$ cat config.mk
export PLATFORM = sky130hd
export DESIGN_NAME = desc_flag_seq
export DESIGN_NICKNAME = d
export VERILOG_FILES = /design/src/rtl/desc_flag_pkg.sv /design/src/rtl/desc_piece_addr.sv /design/src/rtl/desc_lane_merge.sv /design/src/rtl/desc_lane_split.sv /design/src/rtl/desc_flag_seq.sv
export SDC_FILE = /design/constraint.sdc
export NUM_CORES = 1
export LEC_CHECK = 0
export BUFFER_PORTS_ARGS = -buffer_cell sky130_fd_sc_hd__buf_2
export CELL_PAD_IN_SITES_DETAIL_PLACEMENT = 0
export CELL_PAD_IN_SITES_GLOBAL_PLACEMENT = 1
export CORE_ASPECT_RATIO = 2
export CORE_MARGIN = 8
export CORE_UTILIZATION = 41
export CTS_CLUSTER_SIZE = 12
export DETAILED_ROUTE_END_ITERATION = 12
export PLACE_DENSITY = 0.87
export SKIP_LAST_GASP = 1
export SYNTH_ARGS = -nofsm -noshare
export SYNTH_HDL_FRONTEND = slang
export SYNTH_SLANG_ARGS = --single-unit
$ cat constraint.sdc
create_clock -name clk -period 3.9 [get_ports clk]
set_clock_uncertainty 0.2 [all_clocks]
set_input_delay 0.39 -clock clk [delete_from_list [all_inputs] [get_ports clk]]
set_output_delay 0.39 -clock clk [all_outputs]
set_load 0.05 [all_outputs]
$ cat src/rtl/desc_flag_pkg.sv
package desc_flag_pkg;

  // Sequencer phases: unlocked descriptor fetch, locked re-read, locked write-back
  typedef enum logic [2:0] {
    ST_IDLE = 3'd0,
    ST_URD  = 3'd1,
    ST_LRD  = 3'd2,
    ST_LWR  = 3'd3,
    ST_DONE = 3'd4
  } seq_state_t;

endpackage

$ cat src/rtl/desc_piece_addr.sv
// Forms the dword bus address and lane enables of one bus piece.
// half selects the descriptor dword, piece selects the part of a split access.
module desc_piece_addr #(
  parameter int ADDR_W = 32,
  parameter int LANES  = 4
) (
  input  logic [ADDR_W-$clog2(LANES)-1:0] base_w,
  input  logic [$clog2(LANES)-1:0]        off,
  input  logic                            half,
  input  logic                            piece,
  output logic [ADDR_W-1:0]               addr,
  output logic [LANES-1:0]                be
);
  localparam int OFF_W = $clog2(LANES);
  localparam int IDX_W = ADDR_W - OFF_W;
  localparam logic [LANES-1:0] ALL_LANES = '1;

  logic [IDX_W-1:0] idx;
  logic [LANES-1:0] upper_mask;

  assign idx        = base_w + IDX_W'(half) + IDX_W'(piece);
  assign addr       = {idx, {OFF_W{1'b0}}};
  assign upper_mask = ALL_LANES << off;
  assign be         = piece ? ~upper_mask : upper_mask;
endmodule

$ cat src/rtl/desc_lane_merge.sv
// Rebuilds one descriptor dword from the two bus pieces of a split read.
// With a zero offset the result is the first piece unchanged.
module desc_lane_merge #(
  parameter int DATA_W = 32
) (
  input  logic [DATA_W-1:0]            first,
  input  logic [DATA_W-1:0]            second,
  input  logic [$clog2(DATA_W/8)-1:0]  off,
  output logic [DATA_W-1:0]            dword
);
  logic [2*DATA_W-1:0] joined;
  logic [2*DATA_W-1:0] shifted;

  assign joined  = {second, first};
  assign shifted = joined >> {off, 3'b000};
  assign dword   = shifted[DATA_W-1:0];
endmodule

$ cat src/rtl/desc_lane_split.sv
// Places one descriptor dword onto the lanes of the two write pieces.
module desc_lane_split #(
  parameter int DATA_W = 32
) (
  input  logic [DATA_W-1:0]            dword,
  input  logic [$clog2(DATA_W/8)-1:0]  off,
  output logic [DATA_W-1:0]            piece_a,
  output logic [DATA_W-1:0]            piece_b
);
  logic [2*DATA_W-1:0] spread;

  assign spread  = {{DATA_W{1'b0}}, dword} << {off, 3'b000};
  assign piece_a = spread[DATA_W-1:0];
  assign piece_b = spread[2*DATA_W-1:DATA_W];
endmodule

$ cat src/rtl/desc_flag_seq.sv
// Descriptor fetch and atomic flag update over a request/ready dword bus.
module desc_flag_seq
  import desc_flag_pkg::*;
#(
  parameter int ADDR_W   = 32,
  parameter int DATA_W   = 32,
  parameter int ACC_BIT  = 8,
  parameter int BUSY_BIT = 9
) (
  input  logic                  clk,
  input  logic                  rst_n,
  input  logic                  start,
  input  logic [ADDR_W-1:0]     desc_addr,
  input  logic                  flag_sel,
  output logic                  busy,
  output logic                  done,
  output logic [2*DATA_W-1:0]   desc,
  output logic                  bus_req,
  input  logic                  bus_rdy,
  output logic [ADDR_W-1:0]     bus_addr,
  output logic [DATA_W/8-1:0]   bus_be,
  output logic                  bus_we,
  output logic                  bus_lock,
  output logic [DATA_W-1:0]     bus_wdata,
  input  logic [DATA_W-1:0]     bus_rdata
);
  localparam int LANES = DATA_W / 8;
  localparam int OFF_W = $clog2(LANES);
  localparam int IDX_W = ADDR_W - OFF_W;

  seq_state_t        state_q;
  logic [1:0]        cnt_q;
  logic [IDX_W-1:0]  base_q;
  logic [OFF_W-1:0]  off_q;
  logic              sel_q;
  logic [DATA_W-1:0] tmp_q;
  logic [DATA_W-1:0] lo_q;
  logic [DATA_W-1:0] hi_q;

  logic              mis;
  logic              half_c;
  logic              piece_c;
  logic              last_c;
  logic              half_end;
  logic              xfer;
  logic [DATA_W-1:0] merge_first;
  logic [DATA_W-1:0] merged;
  logic [DATA_W-1:0] flag_mask;
  logic [DATA_W-1:0] wr_a;
  logic [DATA_W-1:0] wr_b;

  assign mis = |off_q;

  // Which dword and which split piece the current bus cycle carries
  always_comb begin
    half_c  = 1'b1;
    piece_c = 1'b0;
    last_c  = 1'b0;
    case (state_q)
      ST_URD: begin
        half_c  = mis ? cnt_q[1] : cnt_q[0];
        piece_c = mis & cnt_q[0];
        last_c  = mis ? (cnt_q == 2'd3) : (cnt_q == 2'd1);
      end
      ST_LRD, ST_LWR: begin
        piece_c = mis & cnt_q[0];
        last_c  = mis ? cnt_q[0] : 1'b1;
      end
      default: ;
    endcase
  end

  assign bus_req  = (state_q == ST_URD) || (state_q == ST_LRD) || (state_q == ST_LWR);
  assign bus_we   = (state_q == ST_LWR);
  assign bus_lock = (state_q == ST_LRD) || (state_q == ST_LWR);
  assign busy     = (state_q != ST_IDLE);
  assign done     = (state_q == ST_DONE);
  assign desc     = {hi_q, lo_q};

  assign xfer      = bus_req & bus_rdy;
  assign half_end  = ~mis | piece_c;
  assign flag_mask = sel_q ? (DATA_W'(1) << BUSY_BIT) : (DATA_W'(1) << ACC_BIT);

  desc_piece_addr #(
    .ADDR_W (ADDR_W),
    .LANES  (LANES)
  ) u_addr (
    .base_w (base_q),
    .off    (off_q),
    .half   (half_c),
    .piece  (piece_c),
    .addr   (bus_addr),
    .be     (bus_be)
  );

  assign merge_first = piece_c ? tmp_q : bus_rdata;

  desc_lane_merge #(
    .DATA_W (DATA_W)
  ) u_merge (
    .first  (merge_first),
    .second (bus_rdata),
    .off    (off_q),
    .dword  (merged)
  );

  desc_lane_split #(
    .DATA_W (DATA_W)
  ) u_split (
    .dword   (hi_q),
    .off     (off_q),
    .piece_a (wr_a),
    .piece_b (wr_b)
  );

  assign bus_wdata = piece_c ? wr_b : wr_a;

  always_ff @(posedge clk or negedge rst_n) begin
    if (!rst_n) begin
      state_q <= ST_IDLE;
      cnt_q   <= '0;
      base_q  <= '0;
      off_q   <= '0;
      sel_q   <= 1'b0;
      tmp_q   <= '0;
      lo_q    <= '0;
      hi_q    <= '0;
    end else begin
      case (state_q)
        ST_IDLE: begin
          if (start) begin
            base_q  <= desc_addr[ADDR_W-1:OFF_W];
            off_q   <= desc_addr[OFF_W-1:0];
            sel_q   <= flag_sel;
            cnt_q   <= '0;
            state_q <= ST_URD;
          end
        end
        ST_URD: begin
          if (xfer) begin
            if (mis && !piece_c) tmp_q <= bus_rdata;
            if (half_end) begin
              if (half_c) hi_q <= merged;
              else        lo_q <= merged;
            end
            if (last_c) begin
              cnt_q   <= '0;
              state_q <= (|(merged & flag_mask)) ? ST_DONE : ST_LRD;
            end else begin
              cnt_q <= cnt_q + 2'd1;
            end
          end
        end
        ST_LRD: begin
          if (xfer) begin
            if (mis && !piece_c) tmp_q <= bus_rdata;
            if (half_end) hi_q <= merged | flag_mask;
            if (last_c) begin
              cnt_q   <= '0;
              state_q <= ST_LWR;
            end else begin
              cnt_q <= cnt_q + 2'd1;
            end
          end
        end
        ST_LWR: begin
          if (xfer) begin
            if (last_c) begin
              cnt_q   <= '0;
              state_q <= ST_DONE;
            end else begin
              cnt_q <= cnt_q + 2'd1;
            end
          end
        end
        ST_DONE: state_q <= ST_IDLE;
        default: state_q <= ST_IDLE;
      endcase
    end
  end
endmodule

==> impl_metrics.tcl, run 1 <==
set metrics [dict create \
    routedWlPerCell_microns 20.38 \
    synth_compound_area_share_pct 15.48 \
    drive_above_1_share_pct 37.18 \
    gp_congestion 0.9016 \
    setup_viol 0 \
    most-common-layout-cells "198 x buf_2, 124 x dfrtp_1, 71 x mux2_2" \
    grt.total_usage_pct 20.99 \
    initial_utilization_pct 41.55 \
    drcViolationCount 0 \
    viasPerCell 5.719 \
    cap_violations 0 \
    async_flop_share_pct 100.0 \
    final_util_pct 52.62 \
    timing.final.ws_setup_ps 215.4 \
    clock_path_buffers 2 \
    path_cells "o21bai_4 > inv_4 > nand2_8 > nor2_4 > inv_2 > xnor2_1 > ha_1 > a21o_1 > ha_2 > nand3_4 > nor2_4 > nand3_1 > xnor2_2 > buf_2" \
    h-tree-depth 4 \
    synth_top_family_by_area "multiplexers" \
    die_h_microns 210.5 \
    endpoint_kind "output port" \
    dr.pass1.iters 5 \
    grt_overflow_total 0 \
    io_buffers 203 \
    final_max_slew_viol_count 0 \
    ant_nets 0 \
    dieArea_sq_um 23830 \
    vias 6903 \
    drtIter0Drc 410 \
    min_period_ps 3685 \
    yosys_warnings 0 \
    die_w_microns 113.2 \
    final_common_cell "buf_2" \
    fin_cells 1207 \
    startpoint_type "flop" \
    synth_adder_area_share_pct 0.4843 \
    cp_slowest_cell "dfrtp_1" \
    timing.fmax_mhz 271.4 \
    netlist_area_sq_um 7751 \
    crit_path_frequent_cell "nor2_4" \
    synth-edff-count 0 \
    finalCritPeriodShare_pct 94.48 \
    synthSimpleGateAreaFrac_pct 13.04 \
    relSlewSlack_pct 35.15 \
    place_inst 1149 \
    grt_max_degree 74 \
    syn_area_per_cell_sq_um 10.13 \
    grt_pass1_wl_microns 39400 \
    tightest_slew_ps 970.4 \
    wl_met3_microns 1562 \
    criticalPathCategory "reg -> out" \
    hp-class "in -> reg" \
    cp_top_family "simple AND/OR/NAND/NOR gates" \
    synthCells 765 \
    rows 71 \
    outcome "finished, final reports clean" \
    place_ws_ps 358.1 \
    critical_path_buf_inv_count 3 \
    clk_pin_slew_ps 60 \
    wl_microns 24600 \
    core_sq_um 18660 \
    ys_seq_elements 126 \
    synth_top_flop_cell "dfrtp_1" \
    synthXorXnorAreaFrac_pct 3.503 \
    fillCellCount 1704 \
    setup-tns-final_ps 0 \
    cp_max_fo 11 \
    cts_sinks 126 \
    top_layer_used "met5" \
    seq_area_frac_synth_pct 40.68 \
    dp_hpwl_microns 18410 \
    synthToLayoutAreaGrowth_pct 26.63 \
    clock_latency_ps 420 \
    route.met2.wl_microns 13190 \
    nets 1048 \
    rsz0062_at_grt "false" \
    cpPeakStageDelay_ps 470 \
    cts_tree "done" \
    yosysUniqueCellTypes 66 \
    r2r_setup_slack_ps 1340 \
    grt_pass1_vias 7293 \
    ctsRootBufferMaster "clkbuf_16" \
    arrival_ps 3090 \
    cts_inserted_buffers 17 \
    wl_met1_microns 8656 \
    crit_required_ps 3310 \
    hold_viol_final 0 \
    ioPinCount 206 \
    synthMuxAreaShare_pct 21.52 \
    antenna_found_initial 2 \
]
-- timing repair --
action / CTS / global route
hold buffers: 27 / 0
resized for setup: 3 / 7
hold endpoints to repair: 82 / 0
setup buffers: 0 / 0
endpoints found under the setup margin: 5 / 11
gates cloned: 0 / 0
-- worst reg2reg max path, stage by stage, from the launching register on --
cell	delay [ps]
dfrtp_2	630
nor2_2	130
buf_4	230
nor4_1	240
o2111a_2	360
buf_4	290
mux2_2	370
-- logic make-up after synthesis --
group	after synthesis
other	1
DFF	126
AOI/OAI and AO/OA	187
muxes	133
xor gates and xnor gates	31
adders and majority gates	3
buffers and inverters	82
and+or+nand+nor	202
-- per-stage QoR --
| stage | area, sq um | hold slack, ps |
|---|---|---|
| after global routing | 9816 | 4.901 |
| after floorplan | 7785 | -105.6 |
| after CTS | 9787 | 0.3388 |
| after detailed placement | 8957 | 275.8 |
| final | 9816 | 7.668 |
| after global placement | 8957 | 267.1 |
-- state kept, by name (all words and copies together) (netlist names) --
register and cells:
cnt_q 2, sel_q 1, hi_q 32, tmp_q 24, base_q 30, state_q 3, off_q 2, lo_q 32
-- cell type report --
cell class / count / area (sq um) / area share [%]
clock buffers: 19 / 452.9 / 4.614
multi-input cells: 558 / 4262 / 43.42
inverters: 23 / 88.84 / 0.9050
flip-flops and latches: 126 / 3156 / 32.15
well taps: 219 / 274.0 / 2.792
repair buffers: 250 / 1486 / 15.14
diodes: 1 / 2.502 / 0.02549
clock inverters: 11 / 93.84 / 0.9560
-- final timing paths --
kind | startpoint | to | cells past startpoint
max | state_q[2]$_DFFE_PN0P_ | bus_addr[30] | 14
min | desc_addr[19] | base_q[17]$_DFFE_PN0P_ | 2
max reg2reg | off_q[1]$_DFFE_PN0P_ | lo_q[25]$_DFFE_PN0P_ | 6
min reg2reg | tmp_q[12]$_DFFE_PN0P_ | tmp_q[12]$_DFFE_PN0P_ | 1
max in group asynchronous | rst_n | off_q[1]$_DFFE_PN0P_ | 3
min in group asynchronous | rst_n | lo_q[17]$_DFFE_PN0P_ | 2
-- Yosys cell counts, types with 19 or more instances --
| master | n | share of area (%) |
|---|---|---|
| nor2_1 | 62 | 3.0 |
| dfrtp_1 | 126 | 41 |
| o21ai_0 | 37 | 2.4 |
| nand3_1 | 31 | 2.0 |
| nand2_1 | 43 | 2.1 |
| xnor2_1 | 26 | 2.9 |
| buf_2 | 23 | 1.5 |
| inv_1 | 19 | 0.92 |
| mux2i_1 | 35 | 4.5 |
| mux4_2 | 19 | 5.5 |
| a21oi_1 | 57 | 3.7 |
| mux2_2 | 71 | 10 |
-- metal layers --
layer	vias to the layer above	GRT usage, %
li1	3234	-
met3	67	5.761
met2	259	38.13
met4	2	12.21
met5	-	0
met1	3341	20.79
Power of run 1 is not shown: default switching activity piles up to over one toggle a cycle in this logic, so the estimate is an artifact.
==> run 2, diff against run 1 <==
- PLACE_DENSITY: 0.87 -> default
- PLACE_DENSITY_LB_ADDON: default -> 0.2
- TNS_END_PERCENT: default -> 1
==> impl_metrics.tcl, run 2 (synthesis results as in run 1) <==
set metrics [dict create \
    clock_path_buffers 2 \
    drive_above_1_share_pct 36.81 \
    path_cells "o21bai_4 > inv_4 > nand2_8 > nor2_4 > inv_2 > xnor2_1 > ha_1 > a21o_1 > ha_1 > nand3_2 > nor2_4 > nand4_1 > xnor2_2 > buf_2" \
    final_max_slew_viol_count 0 \
    cts_inserted_buffers 17 \
    wl_microns 24330 \
    dp_hpwl_microns 18210 \
    dieArea_sq_um 23830 \
    final_common_cell "buf_2" \
    hold_viol_final 0 \
    io_buffers 203 \
    cts_sinks 126 \
    cp_slowest_cell "dfrtp_1" \
    reg.largest.list "hi_q (32), lo_q (32), base_q (30)" \
    crit_required_ps 3310 \
    gp_congestion 0.8482 \
    cpPeakStageDelay_ps 370 \
    drtIter0Drc 461 \
    fillCellCount 1765 \
    ioPinCount 206 \
    startpoint_type "flop" \
    arrival_ps 3060 \
    drcViolationCount 0 \
    vias 6787 \
    grt_pass1_vias 7117 \
    synthToLayoutAreaGrowth_pct 27.88 \
    nets 1057 \
    finalCritPeriodShare_pct 93.61 \
    die_h_microns 210.5 \
    setup_viol 0 \
    cp_max_fo 11 \
    core_sq_um 18660 \
    ctsRootBufferMaster "clkbuf_16" \
    routedWlPerCell_microns 19.97 \
    rows 71 \
    cts_tree "done" \
    endpoint_kind "output port" \
    cts_setup_buffers 0 \
    timing.fmax_mhz 273.9 \
    hp-class "in -> reg" \
    relSlewSlack_pct 36.62 \
    grt_overflow_total 0 \
    outcome "finished, final reports clean" \
    tightest_slew_ps 948.4 \
    most-common-layout-cells "202 x buf_2, 124 x dfrtp_1, 71 x mux2_2" \
    ant_nets 0 \
    whs_ps 17.06 \
    h-tree-depth 4 \
    criticalPathCategory "reg -> out" \
    die_w_microns 113.2 \
    clock_latency_ps 420 \
    grt_max_degree 87 \
    rsz0062_at_grt "false" \
    viasPerCell 5.572 \
    dr.pass1.iters 5 \
    clk_pin_slew_ps 50 \
    initial_utilization_pct 41.55 \
    grt.total_usage_pct 20.74 \
    min_period_ps 3651 \
    cap_violations 0 \
    grt_pass1_wl_microns 39000 \
    antenna_found_initial 5 \
]
-- run 2: cell count changes in the layout (fill, tap and decap cells not counted), sizes merged --
cell,previous run,this run
bufinv,1,4
dlygate4sd3,27,32
diode,1,2
clkinvlp,4,1
inv,23,22
clkinv,6,7
buf,219,227
clkbuf,23,20
-- run 2: final cells by class --
type                       instances  area [sq um]  area share (%)
antenna                            2         5.005         0.05049
inverter                          23         88.84          0.8962
clock buffer                      20         456.7           4.607
sequential                       126          3156           31.84
tap                              219         274.0           2.764
multi-input combinational        558          4223           42.60
timing repair buffer             259          1544           15.58
clock inverter                    11         165.2           1.666
-- run 2: routing by layer --
metal	GRT usage, %	part of all wire (%)
met3	5.360	6.0
met2	39.02	55
met5	0	0.18
met4	7.493	1.8
met1	21.35	37
-- run 2: worst paths after layout --
kind / start / end / slack (ps) / cells after the start
min in group asynchronous: rst_n / base_q[15]$_DFFE_PN0P_ / 350 / 2
hold reg to reg: lo_q[21]$_DFFE_PN0P_ / lo_q[21]$_DFFE_PN0P_ / 280 / 1
setup / recovery: state_q[2]$_DFFE_PN0P_ / bus_addr[26] / 250 / 14
max in group asynchronous: rst_n / hi_q[18]$_DFFE_PN0P_ / 2270 / 3
hold / removal: desc_addr[21] / base_q[19]$_DFFE_PN0P_ / 20 / 2
setup reg to reg: off_q[1]$_DFFE_PN0P_ / lo_q[16]$_DFFE_PN0P_ / 910 / 6
-- run 2: through the flow --
stage               std cells  area (sq um)  TNS, ps  worst slack, ps  util, %
global route             1216          9907        0            14.14    53.11
floorplan                 766          7762   -19.24           -9.552        -
detailed placement       1153          8952        0            404.5    47.99
finish                   1218          9912        0            249.4    53.13
global placement         1153          8952        0            482.3    47.99
CTS                      1216          9897        0            53.34    53.05
-- run 2: repair_timing --
item,4_1_cts,5_1_grt
resized for setup,1,2
hold buffers,32,0
endpoints found under the hold margin,82,0
endpoints found under the setup margin,4,5
-- run 2: critical path, delay by kind of cell, from the launching register on --
family	cells	cell delay, ps
simple gates	5	700
buf+inv	3	480
fa+ha+maj	2	470
flops	1	370
compound gates	2	310
xor+xnor	2	280
Power of run 2 is left out for the same reason.
